==> config.mk <==
export PLATFORM = sky130hd
export DESIGN_NAME = open_load_monitor
export DESIGN_NICKNAME = d
export VERILOG_FILES = /design/src/rtl/olm_pkg.sv /design/src/rtl/olm_channel.sv /design/src/rtl/olm_spacing.sv /design/src/rtl/olm_fault.sv /design/src/rtl/open_load_monitor.sv
export SDC_FILE = /design/constraint.sdc
export NUM_CORES = 1
export LEC_CHECK = 0
export BUFFER_PORTS_ARGS = -buffer_cell sky130_fd_sc_hd__buf_2
export CAP_MARGIN = 25
export CORE_ASPECT_RATIO = 2
export CORE_MARGIN = 4
export CORE_UTILIZATION = 38
export DETAILED_ROUTE_END_ITERATION = 10
export GPL_ROUTABILITY_DRIVEN = 0
export HOLD_SLACK_MARGIN = 0.02
export PLACE_DENSITY = 0.61
export RECOVER_POWER = 25
export SLEW_MARGIN = 5
export SYNTH_ARGS = -nofsm -noshare
export SYNTH_HDL_FRONTEND = slang
export SYNTH_SLANG_ARGS = --single-unit
==> constraint.sdc <==
create_clock -name clk -period 2.67 [get_ports clk]
set_input_delay 0.1335 -clock clk [delete_from_list [all_inputs] [get_ports clk]]
set_output_delay 0.1335 -clock clk [all_outputs]
set_load 0.01 [all_outputs]
==> src/rtl/olm_pkg.sv <==
// Package: shared helpers for the open-load monitor.
// Assumes: indices and cycle counts are small non-negative integers.
package olm_pkg;

    // Clock count at which a channel's stagger delay ends.
    function automatic int unsigned stagger_tap(input int unsigned idx, input int unsigned stg);
        return idx * stg;
    endfunction

    // Clock count at which a channel's comparator is sampled.
    function automatic int unsigned sample_tap(input int unsigned idx, input int unsigned stg,
                                               input int unsigned samp);
        return idx * stg + samp;
    endfunction

endpackage

==> src/rtl/olm_channel.sv <==
// Module: one channel of open-load detection.
// Counts clocks while the channel is enabled, raises the drive command once
// the channel's stagger delay has passed, samples the comparator once at the
// sample tap into a holding bit, and hands that bit to the status bit on a
// latch pulse.
// Assumes: en already combines on bit, output enable and temperature;
// CW is wide enough to hold sample_tap(IDX)+1.
module olm_channel
    import olm_pkg::*;
#(
    parameter int unsigned IDX  = 0,
    parameter int unsigned STG  = 5,
    parameter int unsigned SAMP = 50,
    parameter int unsigned CW   = 7
) (
    input  logic clk,
    input  logic rst_n,
    input  logic en,
    input  logic cmp_low,
    input  logic le_pulse,
    output logic drive,
    output logic held,
    output logic status_bit
);

    localparam int unsigned KT = stagger_tap(IDX, STG);
    localparam int unsigned TT = sample_tap(IDX, STG, SAMP);

    logic [CW-1:0] cnt;

    // On-time counter: clears when disabled, pulls back to the stagger tap on a latch, saturates past the sample tap.
    always_ff @(posedge clk) begin
        if (!rst_n) begin
            cnt <= '0;
        end else if (!en) begin
            cnt <= '0;
        end else if (le_pulse && (cnt >= CW'(KT))) begin
            cnt <= CW'(KT);
        end else if (cnt <= CW'(TT)) begin
            cnt <= cnt + 1'b1;
        end
    end

    // Drive command: enabled and stagger delay served.
    always_comb begin
        drive = en && (cnt >= CW'(KT));
    end

    // Holding bit: cleared by a latch, loaded once at the sample tap.
    always_ff @(posedge clk) begin
        if (!rst_n) begin
            held <= 1'b0;
        end else if (le_pulse) begin
            held <= 1'b0;
        end else if (en && (cnt == CW'(TT))) begin
            held <= cmp_low;
        end
    end

    // Status bit: takes the holding bit on each latch.
    always_ff @(posedge clk) begin
        if (!rst_n) begin
            status_bit <= 1'b0;
        end else if (le_pulse) begin
            status_bit <= held;
        end
    end

    p_take_hold_r3: assert property (@(posedge clk) disable iff (!rst_n)
        le_pulse |=> (status_bit == $past(held)));

    p_hold_cleared_r3: assert property (@(posedge clk) disable iff (!rst_n)
        le_pulse |=> !held);

    p_idle_keeps_r7: assert property (@(posedge clk) disable iff (!rst_n)
        (!en && !le_pulse) |=> $stable(held));

    p_flag_needs_drive_r2: assert property (@(posedge clk) disable iff (!rst_n)
        $rose(held) |-> ($past(drive) && $past(cmp_low)));

endmodule

==> src/rtl/olm_spacing.sv <==
// Module: minimum spacing monitor for latch pulses.
// Counts clocks since the last latch pulse, saturating at SPACING. A pulse
// that arrives before the count reaches SPACING sets a sticky flag.
// Assumes: le_pulse is a single-cycle event; SPACING >= 1.
module olm_spacing #(
    parameter int unsigned SPACING = 415
) (
    input  logic clk,
    input  logic rst_n,
    input  logic le_pulse,
    output logic early
);

    localparam int unsigned GW = $clog2(SPACING + 1);

    logic [GW-1:0] gap;

    // Gap counter: starts saturated so the first pulse after reset is legal.
    always_ff @(posedge clk) begin
        if (!rst_n) begin
            gap <= GW'(SPACING);
        end else if (le_pulse) begin
            gap <= GW'(1);
        end else if (gap < GW'(SPACING)) begin
            gap <= gap + 1'b1;
        end
    end

    // Sticky violation flag.
    always_ff @(posedge clk) begin
        if (!rst_n) begin
            early <= 1'b0;
        end else if (le_pulse && (gap < GW'(SPACING))) begin
            early <= 1'b1;
        end
    end

    p_early_sticky_r8: assert property (@(posedge clk) disable iff (!rst_n)
        early |=> early);

    p_early_cause_r8: assert property (@(posedge clk) disable iff (!rst_n)
        $rose(early) |-> $past(le_pulse));

endmodule

==> src/rtl/olm_fault.sv <==
// Module: combined active-low fault register.
// Pulls the flag low on over-temperature or on any driven channel whose
// comparator reports a low output voltage.
// Assumes: drive is already masked by output enable and temperature.
module olm_fault #(
    parameter int unsigned NCH = 16
) (
    input  logic           clk,
    input  logic           rst_n,
    input  logic [NCH-1:0] drive,
    input  logic [NCH-1:0] cmp_low,
    input  logic           hot,
    output logic           fault_n
);

    logic open_any;

    // Live open-load condition over all driven channels.
    always_comb begin
        open_any = |(drive & cmp_low);
    end

    // Fault register, released high after reset.
    always_ff @(posedge clk) begin
        if (!rst_n) begin
            fault_n <= 1'b1;
        end else begin
            fault_n <= !(hot || open_any);
        end
    end

    p_hot_pulls_low_r5: assert property (@(posedge clk) disable iff (!rst_n)
        hot |=> !fault_n);

    p_release_r5: assert property (@(posedge clk) disable iff (!rst_n)
        (!hot && (cmp_low == '0)) |=> fault_n);

endmodule

==> src/rtl/open_load_monitor.sv <==
// Module: top of the open-load monitor.
// Gates each channel's on bit with output enable and temperature, builds one
// detection channel per output, and adds the fault register and the latch
// spacing monitor.
// Assumes: le_pulse is one clock wide and coincides with the edge at which the
// serial block updates onoff.
module open_load_monitor
    import olm_pkg::*;
#(
    parameter int unsigned NCH         = 16,
    parameter int unsigned STAGGER_CYC = 5,
    parameter int unsigned SAMPLE_CYC  = 50,
    parameter int unsigned SPACING_CYC = 415
) (
    input  logic           clk,
    input  logic           rst_n,
    input  logic           le_pulse,
    input  logic           oe_n,
    input  logic [NCH-1:0] onoff,
    input  logic [NCH-1:0] cmp_low,
    input  logic           hot,
    output logic [NCH-1:0] drive_on,
    output logic [NCH-1:0] status_word,
    output logic           fault_n,
    output logic           latch_early
);

    localparam int unsigned TMAX = sample_tap(NCH - 1, STAGGER_CYC, SAMPLE_CYC);
    localparam int unsigned CW   = $clog2(TMAX + 2);

    logic [NCH-1:0] ch_en;
    logic [NCH-1:0] held_word;

    // Channel enable: on bit, output enable low, die not hot.
    always_comb begin
        ch_en = onoff & {NCH{!oe_n && !hot}};
    end

    for (genvar gi = 0; gi < NCH; gi++) begin : g_ch
        olm_channel #(
            .IDX  (gi),
            .STG  (STAGGER_CYC),
            .SAMP (SAMPLE_CYC),
            .CW   (CW)
        ) u_ch (
            .clk        (clk),
            .rst_n      (rst_n),
            .en         (ch_en[gi]),
            .cmp_low    (cmp_low[gi]),
            .le_pulse   (le_pulse),
            .drive      (drive_on[gi]),
            .held       (held_word[gi]),
            .status_bit (status_word[gi])
        );
    end

    olm_fault #(
        .NCH (NCH)
    ) u_fault (
        .clk     (clk),
        .rst_n   (rst_n),
        .drive   (drive_on),
        .cmp_low (cmp_low),
        .hot     (hot),
        .fault_n (fault_n)
    );

    olm_spacing #(
        .SPACING (SPACING_CYC)
    ) u_spacing (
        .clk      (clk),
        .rst_n    (rst_n),
        .le_pulse (le_pulse),
        .early    (latch_early)
    );

    p_hot_dark_r6: assert property (@(posedge clk) disable iff (!rst_n)
        hot |=> (drive_on == '0 || !$past(hot) || $fell(hot)));

    if (STAGGER_CYC > 0 && NCH > 2) begin : g_restagger
        p_restagger_r6: assert property (@(posedge clk) disable iff (!rst_n)
            $fell(hot) |=> !drive_on[NCH-1]);
    end

endmodule

==> impl_results.md, run 1 <==
* Routed vias/inst at 5.26
* DP HPWL at 14600 µm
* CTS Buf Count at 17
* Synthesized flop and latch total at 155
* PortBufs at 70
* DRT iter0 DRCs at 268
* Pwr/cell area at 541 mW/mm²
* Max Slew Vio Count at 0
* Register area at 0.00310 mm²
* Top fanout value on the critical path at 7
* CP Capture Type: primary output
* Layout cells sized above 1 at around 9.9%
* Synth top area cells: dfxtp_1 (39%), ha_1 (5.2%), a21oi_1 (4.6%)
* Initial antenna violation count at 0
* Clk buf depth at 2
* Largest stage delay on the critical path at 0.43 ns
* Core area at 0.0205 mm²
* Routed len/inst at about 15 µm
* Place WS at 0.506 ns
* Fmax at ~0.41 GHz
* FF-to-FF Start: g_ch[5].u_ch.cnt[1]$_SDFFE_PP0P_
* WHS Path Cells at 3
* RSZ-0062 raised after global routing: false
* Remaining DRCs at 0
* Number of max-cap violations at 0
* Kind of cell adding the most delay to the critical path: simple AND/OR/NAND/NOR gates
* Crit path launch type: register
* Cell taking the most area after synthesis: dfxtp_1
* CP Class: register to primary output
* Post-synth EDFFs at 0
* Hold_sp: onoff[12]
* Syn Inst Count at 929
* Final period util at 91.0%
* Total gr overflow at 0
* Synth Flop Type: dfxtp_1
* Yosys warnings at 0
* Die width at 110 µm
* Vias at 6737
* Hold/Removal Path Class: primary input to register
* Final setup viols at 0
* Crit path cell chain: inv_1 -> ha_1 -> or4_1 -> a311o_1 -> and3_2 -> buf_2
* TritonCTS clock tree: done
* End of the worst register-to-register path: u_fault.fault_n$_SDFF_PN1_
* Final nets at 1073
* Lkg Pwr at 3.38 nW
* Vias in the first global route at about 6600
* Setup Buffers After CTS at 0
* Core Rows at 74
* GRT Total Usage at 17.1%
* Area occupied by multi-input gates at between 0.004 and 0.005 mm²
* I/O pins at 71
* # H-tree levels at 4
* Max_slew headroom at between 10% and 20%
* Fin worst setup slack at 0.241 ns
* Slowest stage cell, crit path: dfxtp_1
* Synth unique cells at 61
* Post-synth top area share at 39.2%
* Setup Skew at 0.00749 ns
* Total wire length at approximately 19000 µm
* Worst vdd ir at 309 µV
* Total negative setup slack at 0 ns
* Largest net degree at the start of global routing at 23
* Share of the yosys chip area belonging to registers at between 30 and 40%
* Worst R2R Setup Slack at 0.49 ns
* Hold Fails Final Rpt at 0
* Later-pin clock latency in the skew report at roughly 0.43 ns
* Async SR Flop Fraction at 0%
* Clock sink total at about 160
* Worst-path clk slew at 0.06 ns
* Post-synth design cell area at between 0.007 and 0.008 mm²
* Synthesized area per cell at 8.52 µm²
* Pre-antenna DRT Iters at 7
* Worst Tran Pin Value at 1.25 ns
* Die area at 0.0233 mm²
* Fill cells at 2081
* N_diodes at 0
* Most common cell after layout, fill and taps aside: dfxtp_1
* Outcome: finished, final reports clean
* Commonest non-fill, non-tap cells in the layout: dfxtp_1 (155), nor2_1 (96), nand2_1 (74), a21oi_1 (73)
* Detail Route Antenna Nets at 0
* Net Count, Synth at 999
* Root Buffer: clkbuf_16
* Hold Path End: g_ch[12].u_ch.cnt[0]$_SDFFE_PP0P_
* Initial Utilization at 38.7%
* First-pass GRT wire length at 31300 µm
* Layout area overhead at 15.8%
* PostCTS Resize Cnt at 0
* Worst Path Required at about 2.5 ns
* Crit path buffers/inverters at 2
* CP arrival at 2.30 ns
* Tmin final at between 2 and 2.5 ns
* Die span in y at 212 µm
* R2R depth at 7
==> metrics by stage <==
stage                     utilization [%]  total power, mW  cells  instance area, µm²  hold slack (ns)
final                                44.8             4.97   1281                9170           0.0316
after CTS                            45.0             5.03   1281                9210           0.0218
after detailed placement             40.9             2.62   1224                8370            0.395
after global placement               40.9             2.62   1224                8370            0.391
after floorplan                         -             2.53    929                7920            0.274
after global routing                 44.8             5.15   1281                9170           0.0324
==> sequential cells by signal (all words and copies together) (netlist names) <==
name and cells:
g_ch.u_ch.held 16, u_fault.fault_n 1, g_ch.u_ch.cnt 112, u_spacing.early 1, u_spacing.gap 9, g_ch.u_ch.status_bit 16
==> kinds of logic (layout without fill, tap and decap cells) <==
group / count (synthesis) / after routing / synth area share, %
compound gates: 175 / 175 / 13.6
simple gates: 372 / 372 / 23.8
buf+inv: 87 / 173 / 5.67
fa+ha+maj: 33 / 33 / 5.21
flops: 155 / 155 / 39.2
xor+xnor: 68 / 68 / 7.52
mux: 39 / 39 / 4.99
==> where the power goes <==
part	leakage, nW	total (mW)	switching, mW	internal, mW
logic	1.85	0.241	0.133	0.107
registers	1.25	2.36	0.0249	2.33
clock network	0.276	2.37	0.927	1.44
total	3.38	4.97	1.09	3.88
==> how the worst max path moves through the flow <==
| stage | cells past startpoint | start | to | slack, ns |
|---|---|---|---|---|
| 6_report | 6 | g_ch[5].u_ch.cnt[1]$_SDFFE_PP0P_ | drive_on[5] | 0.24 |
| 5_1_grt | 6 | g_ch[5].u_ch.cnt[1]$_SDFFE_PP0P_ | drive_on[5] | 0.09 |
| 4_1_cts | 6 | g_ch[5].u_ch.cnt[1]$_SDFFE_PP0P_ | drive_on[5] | 0.23 |
| 2_1_floorplan | 7 | g_ch[5].u_ch.cnt[1]$_SDFFE_PP0P_ | u_fault.fault_n$_SDFF_PN1_ | 0.76 |
| 3_3_place_gp | 7 | g_ch[5].u_ch.cnt[1]$_SDFFE_PP0P_ | u_fault.fault_n$_SDFF_PN1_ | 0.57 |
| 3_5_place_dp | 7 | g_ch[5].u_ch.cnt[1]$_SDFFE_PP0P_ | u_fault.fault_n$_SDFF_PN1_ | 0.51 |
==> Yosys cell counts, types with 8 or more instances <==
| library cell | number |
|---|---|
| inv_1 | 37 |
| nand4_1 | 29 |
| nor2_1 | 96 |
| buf_4 | 32 |
| dfxtp_1 | 155 |
| mux2i_1 | 35 |
| clkbuf_1 | 13 |
| a31oi_1 | 16 |
| or3_1 | 8 |
| a21oi_1 | 73 |
| ha_1 | 33 |
| o21ai_0 | 33 |
| nor3_1 | 15 |
| nand2_1 | 74 |
| a211oi_1 | 9 |
| nor2b_1 | 24 |
| xor2_1 | 39 |
| and3_1 | 23 |
| nand3_1 | 50 |
| xnor2_1 | 29 |
| nand2b_1 | 9 |
| nor4_1 | 10 |
==> final cells by class <==
cell class	count	share of cell area, %
Tap cell	266	3.63
Clock buffer	24	5.25
Multi-Input combinational cell	687	47.6
Clock inverter	7	0.982
Inverter	37	1.51
Sequential cell	155	33.8
Timing Repair Buffer	105	7.18
==> metal layers <==
metal	GRT usage [%]	vias to the layer above	part of all wire [%]
met2	32.4	107	55
li1	-	3420	-
met1	17.9	3190	39
met4	6.28	0	1.8
met3	3.65	20	3.8
met5	0	-	0
==> what timing repair did <==
item                                    in CTS  in global routing
hold buffers                                26                  0
endpoints found under the setup margin       0                  0
endpoints found under the hold margin       41                  0
==> worst min-delay path: stages <==
cell	delay, ns
buf_2	0.14
nand3_1	0.10
nor2_1	0.05
Note: power is estimated with default switching activity, not from simulation.
==> run 2: changes to the inputs <==
--- a/config.mk
+++ b/config.mk
@@ -18,4 +18,5 @@
 export SLEW_MARGIN = 5
 export SYNTH_ARGS = -nofsm -noshare
 export SYNTH_HDL_FRONTEND = slang
+export SYNTH_HIERARCHICAL = 1
 export SYNTH_SLANG_ARGS = --single-unit
==> run 2 against run 1 <==
Effect of this change:
- the flow now finishes with violations (capacitance limit, slew limit)
- critical endpoint is now u_fault/fault_n$_SDFF_PN1_
- final area up 14%
- setup slack better by 0.15 ns
- count of clock-buffer cells in the layout down 1
- sequential share of layout area down 4.1 points
- synthesized area up 17%
- die area up 16%
- total power up 1.7%
- largest power group unchanged
- clock power up 2%
- clock skew down 0.0011 ns
- non-clock buffer count down 14
- critical path depth up 2
==> impl_results.md, run 2 <==
* Syn Inst Count at 1006 (+8.3%)
* CP Class: register to register
* Outcome: finished with violations
* Yosys warnings at 6 (+6)
* Synthesized flop and latch total at 155 (unchanged)
* Fill cells at 2361 (+13%)
* Hold Fails Final Rpt at 0 (unchanged)
* Post-synth EDFFs at 0 (unchanged)
* Number of max-cap violations at 1 (+1)
* FF-to-FF Start: g_ch[5].u_ch/cnt[1]$_SDFFE_PP0P_
* First-pass GRT wire length at 38800 µm (+24%)
* Clk buf depth at 2 (unchanged)
* Initial Utilization at 38.7% (about the same)
* Setup crit start: g_ch[5].u_ch/cnt[1]$_SDFFE_PP0P_
* Share of the yosys chip area belonging to registers at 33.5% (-5.7 points)
* Most common cell in the netlist: dfxtp_1
* Pwr/cell area at 485 mW/mm² (-11%)
* Crit path launch type: register
* Later-pin clock latency in the skew report at 0.44 ns (about the same)
* CTS Buf Count at 17 (unchanged)
* Die width at 118 µm (+7.5%)
* Met3 wire length at 631 µm (-14%)
* Setup Buffers After CTS at 0 (unchanged)
* Async SR Flop Fraction at 0% (unchanged)
* Synth top area cells: dfxtp_1 (34%), ha_1 (4.5%), mux2i_1 (4.1%)
* Clock sink total at 155 (unchanged)
* Max Slew Vio Count at 34 (+34)
* Biggest regs: g_ch.u_ch/cnt x112, g_ch.u_ch/held x16, g_ch.u_ch/status_bit x16
* DP HPWL at 17500 µm (+20%)
* CP Capture Type: register
* Lkg Pwr at 3.67 nW (+8.5%)
* Number of flip-flops under the largest register name at 112 (unchanged)
* Layout area overhead at 12.5%
* Pre-antenna DRT Iters at 4 (-3)
* Core area at 0.0239 mm² (+17%)
* PortBufs at 70 (unchanged)
* Cell taking the most area after synthesis: dfxtp_1
* DRT iter0 DRCs at 312 (+16%)
* Post-synth top area share at 33.5% (-5.7 points)
* Fmax at 0.438 GHz (+6.4%)
* Net Count, Synth at 1076 (+7.7%)
* Failing checks: capacitance limit, slew limit
* Vias in the first global route at 7954 (+21%)
* Total gr overflow at 0 (unchanged)
* Hold/Removal Path Class: primary input to register
* TritonCTS clock tree: done
* Vias at 7884 (+17%)
* Hold_sp: cmp_low[7]
* Final setup viols at 0 (unchanged)
* Worst-path clk slew at 0.06 ns (about the same)
* # H-tree levels at 4 (unchanged)
* Top fanout value on the critical path at 7 (unchanged)
* RSZ-0062 raised after global routing: false
* Largest Register: g_ch.u_ch/cnt
* Initial antenna violation count at 1 (+1)
* Die area at 0.0271 mm² (+16%)
* Largest net degree at the start of global routing at 34 (+48%)
* Most common cell after layout, fill and taps aside: dfxtp_1
* CP arrival at 2.64 ns (+0.34 ns)
* Max_slew headroom at -17.3% (-34 points)
* Total wire length at 23400 µm (+21%)
* Root Buffer: clkbuf_16
* Area occupied by multi-input gates at 0.00571 mm² (+31%)
* Fin worst setup slack at 0.387 ns (+0.146 ns)
* Register area at 0.00310 mm² (unchanged)
* Commonest cells post-synth: dfxtp_1 (155), a21oi_1 (58), nand2_1 (57), inv_1 (43), nor2_1 (41)
* WL met2 at 13000 µm (+22%)
* Post-synth design cell area at 0.00926 mm² (+17%)
* Remaining DRCs at 0 (unchanged)
* I/O pins at 71 (unchanged)
* Commonest non-fill, non-tap cells in the layout: dfxtp_1 (155), a21oi_1 (58), nand2_1 (57), buf_2 (51), inv_1 (43)
* Tmin final at 2.28 ns (-0.146 ns)
* Detail Route Antenna Nets at 0 (unchanged)
* Layout cells sized above 1 at 18.4% (+8.6 points)
* Synth Flop Type: dfxtp_1
* Final Core Density at 43.6% (-1.3 points)
* Final period util at 85.5% (-5.5 points)
* Synthesized area per cell at 9.20 µm² (+8.0%)
* Routed len/inst at 16.9 µm (+12%)
* Final nets at 1149 (+7.1%)
* GRT Total Usage at 17.5% (+0.35 points)
* Place WS at 0.404 ns (-0.101 ns)
* M1 WL at 8900 µm (+17%)
* Uppermost layer routed: met4
* Worst Path Required at 3.02 ns (+0.48 ns)
* Total negative setup slack at 0 ns (unchanged)
* Routed vias/inst at 5.72 (+8.8%)
* Core Rows at 80 (+8.1%)
* Setup Skew at 0.00641 ns (-0.00108 ns)
* Worst vdd ir at 364 µV (+18%)
* Worst Tran Pin Value at 1.76 ns (+0.514 ns)
* Synth unique cells at 118 (+93%)
* Die span in y at 229 µm (+7.8%)
==> run 2: cell types whose count changed in the layout (fill, tap and decap cells not counted), sizes merged, moves of 11 or more <==
cell | previous run | this run
nand2b | 9 | 20
xnor2 | 29 | 9
o211ai | 4 | 15
o21ai | 34 | 48
o31ai | 3 | 15
xor2 | 39 | 20
a31oi | 16 | 32
dlygate4sd3 | 26 | 9
a21oi | 73 | 62
nand2 | 74 | 59
nor3b | 5 | 32
nor3 | 15 | 26
nor2 | 96 | 42
==> run 2: worst max-delay path, cell delays in order (launching register included) <==
cell	delay [ns]
dfxtp_1	0.42
inv_1	0.10
ha_1	0.19
or4_4	0.42
a311oi_1	0.27
nor2b_1	0.09
a22oi_1	0.26
nand4_1	0.20
o31ai_2	0.24
==> run 2: metrics by stage <==
step | hold WS [ns] | power (mW) | instances | area (µm²)
after floorplan | 0.198 | 2.56 | 1006 | 9260
final | 0.0388 | 5.05 | 1378 | 10400
after global placement | 0.410 | 2.68 | 1338 | 9790
after global routing | 0.0409 | 5.26 | 1377 | 10400
after detailed placement | 0.414 | 2.68 | 1338 | 9790
after CTS | 0.0218 | 5.14 | 1377 | 10500
==> run 2: path summary, 6_finish.rpt <==
| check | slack (ns) | to | cells after the start |
|---|---|---|---|
| max reg2reg | 0.39 | u_fault/fault_n$_SDFF_PN1_ | 8 |
| max | 0.39 | u_fault/fault_n$_SDFF_PN1_ | 8 |
| min reg2reg | 0.47 | g_ch[12].u_ch/held$_SDFFE_PP0P_ | 2 |
| min | 0.04 | g_ch[7].u_ch/held$_SDFFE_PP0P_ | 3 |
==> run 2: report_power, final <==
| part | switching (mW) | leakage, nW | internal (mW) |
|---|---|---|---|
| combinational | 0.156 | 2.13 | 0.118 |
| sequential | 0.0301 | 1.25 | 2.33 |
| clock | 0.952 | 0.281 | 1.46 |
| total | 1.14 | 3.67 | 3.91 |
==> run 2: timing repair <==
action | CTS | global route
resized for setup | 0 | 0
hold buffers | 9 | 0
endpoints found under the hold margin | 10 | 0
==> run 2: area by class of cell <==
| class | instances | share of cell area (%) |
|---|---|---|
| Antenna cell | 1 | 0.0240 |
| Clock buffer | 23 | 4.68 |
| Clock inverter | 7 | 0.865 |
| Inverter | 44 | 1.59 |
| Multi-Input combinational cell | 770 | 54.8 |
| Sequential cell | 155 | 29.8 |
| Tap cell | 287 | 3.45 |
| Timing Repair Buffer | 91 | 4.82 |
==> run 2: cell families (layout without fill, tap and decap cells) <==
logic type,after synthesis,in the layout,share of synthesized area (%)
buffers and inverters,81,165,4.76
DFF,155,155,33.5
other,0,1,0
muxes,40,40,4.43
adders and majority gates,33,33,4.46
xor gates and xnor gates,29,29,2.74
AOI/OAI and AO/OA,279,279,22.3
and+or+nand+nor,389,389,27.8
==> run 2: routing by layer <==
layer,up-vias,track usage (%)
met3,47,3.67
met5,-,0
met2,119,33.9
met1,3778,17.1
met4,0,8.67
li1,3940,-
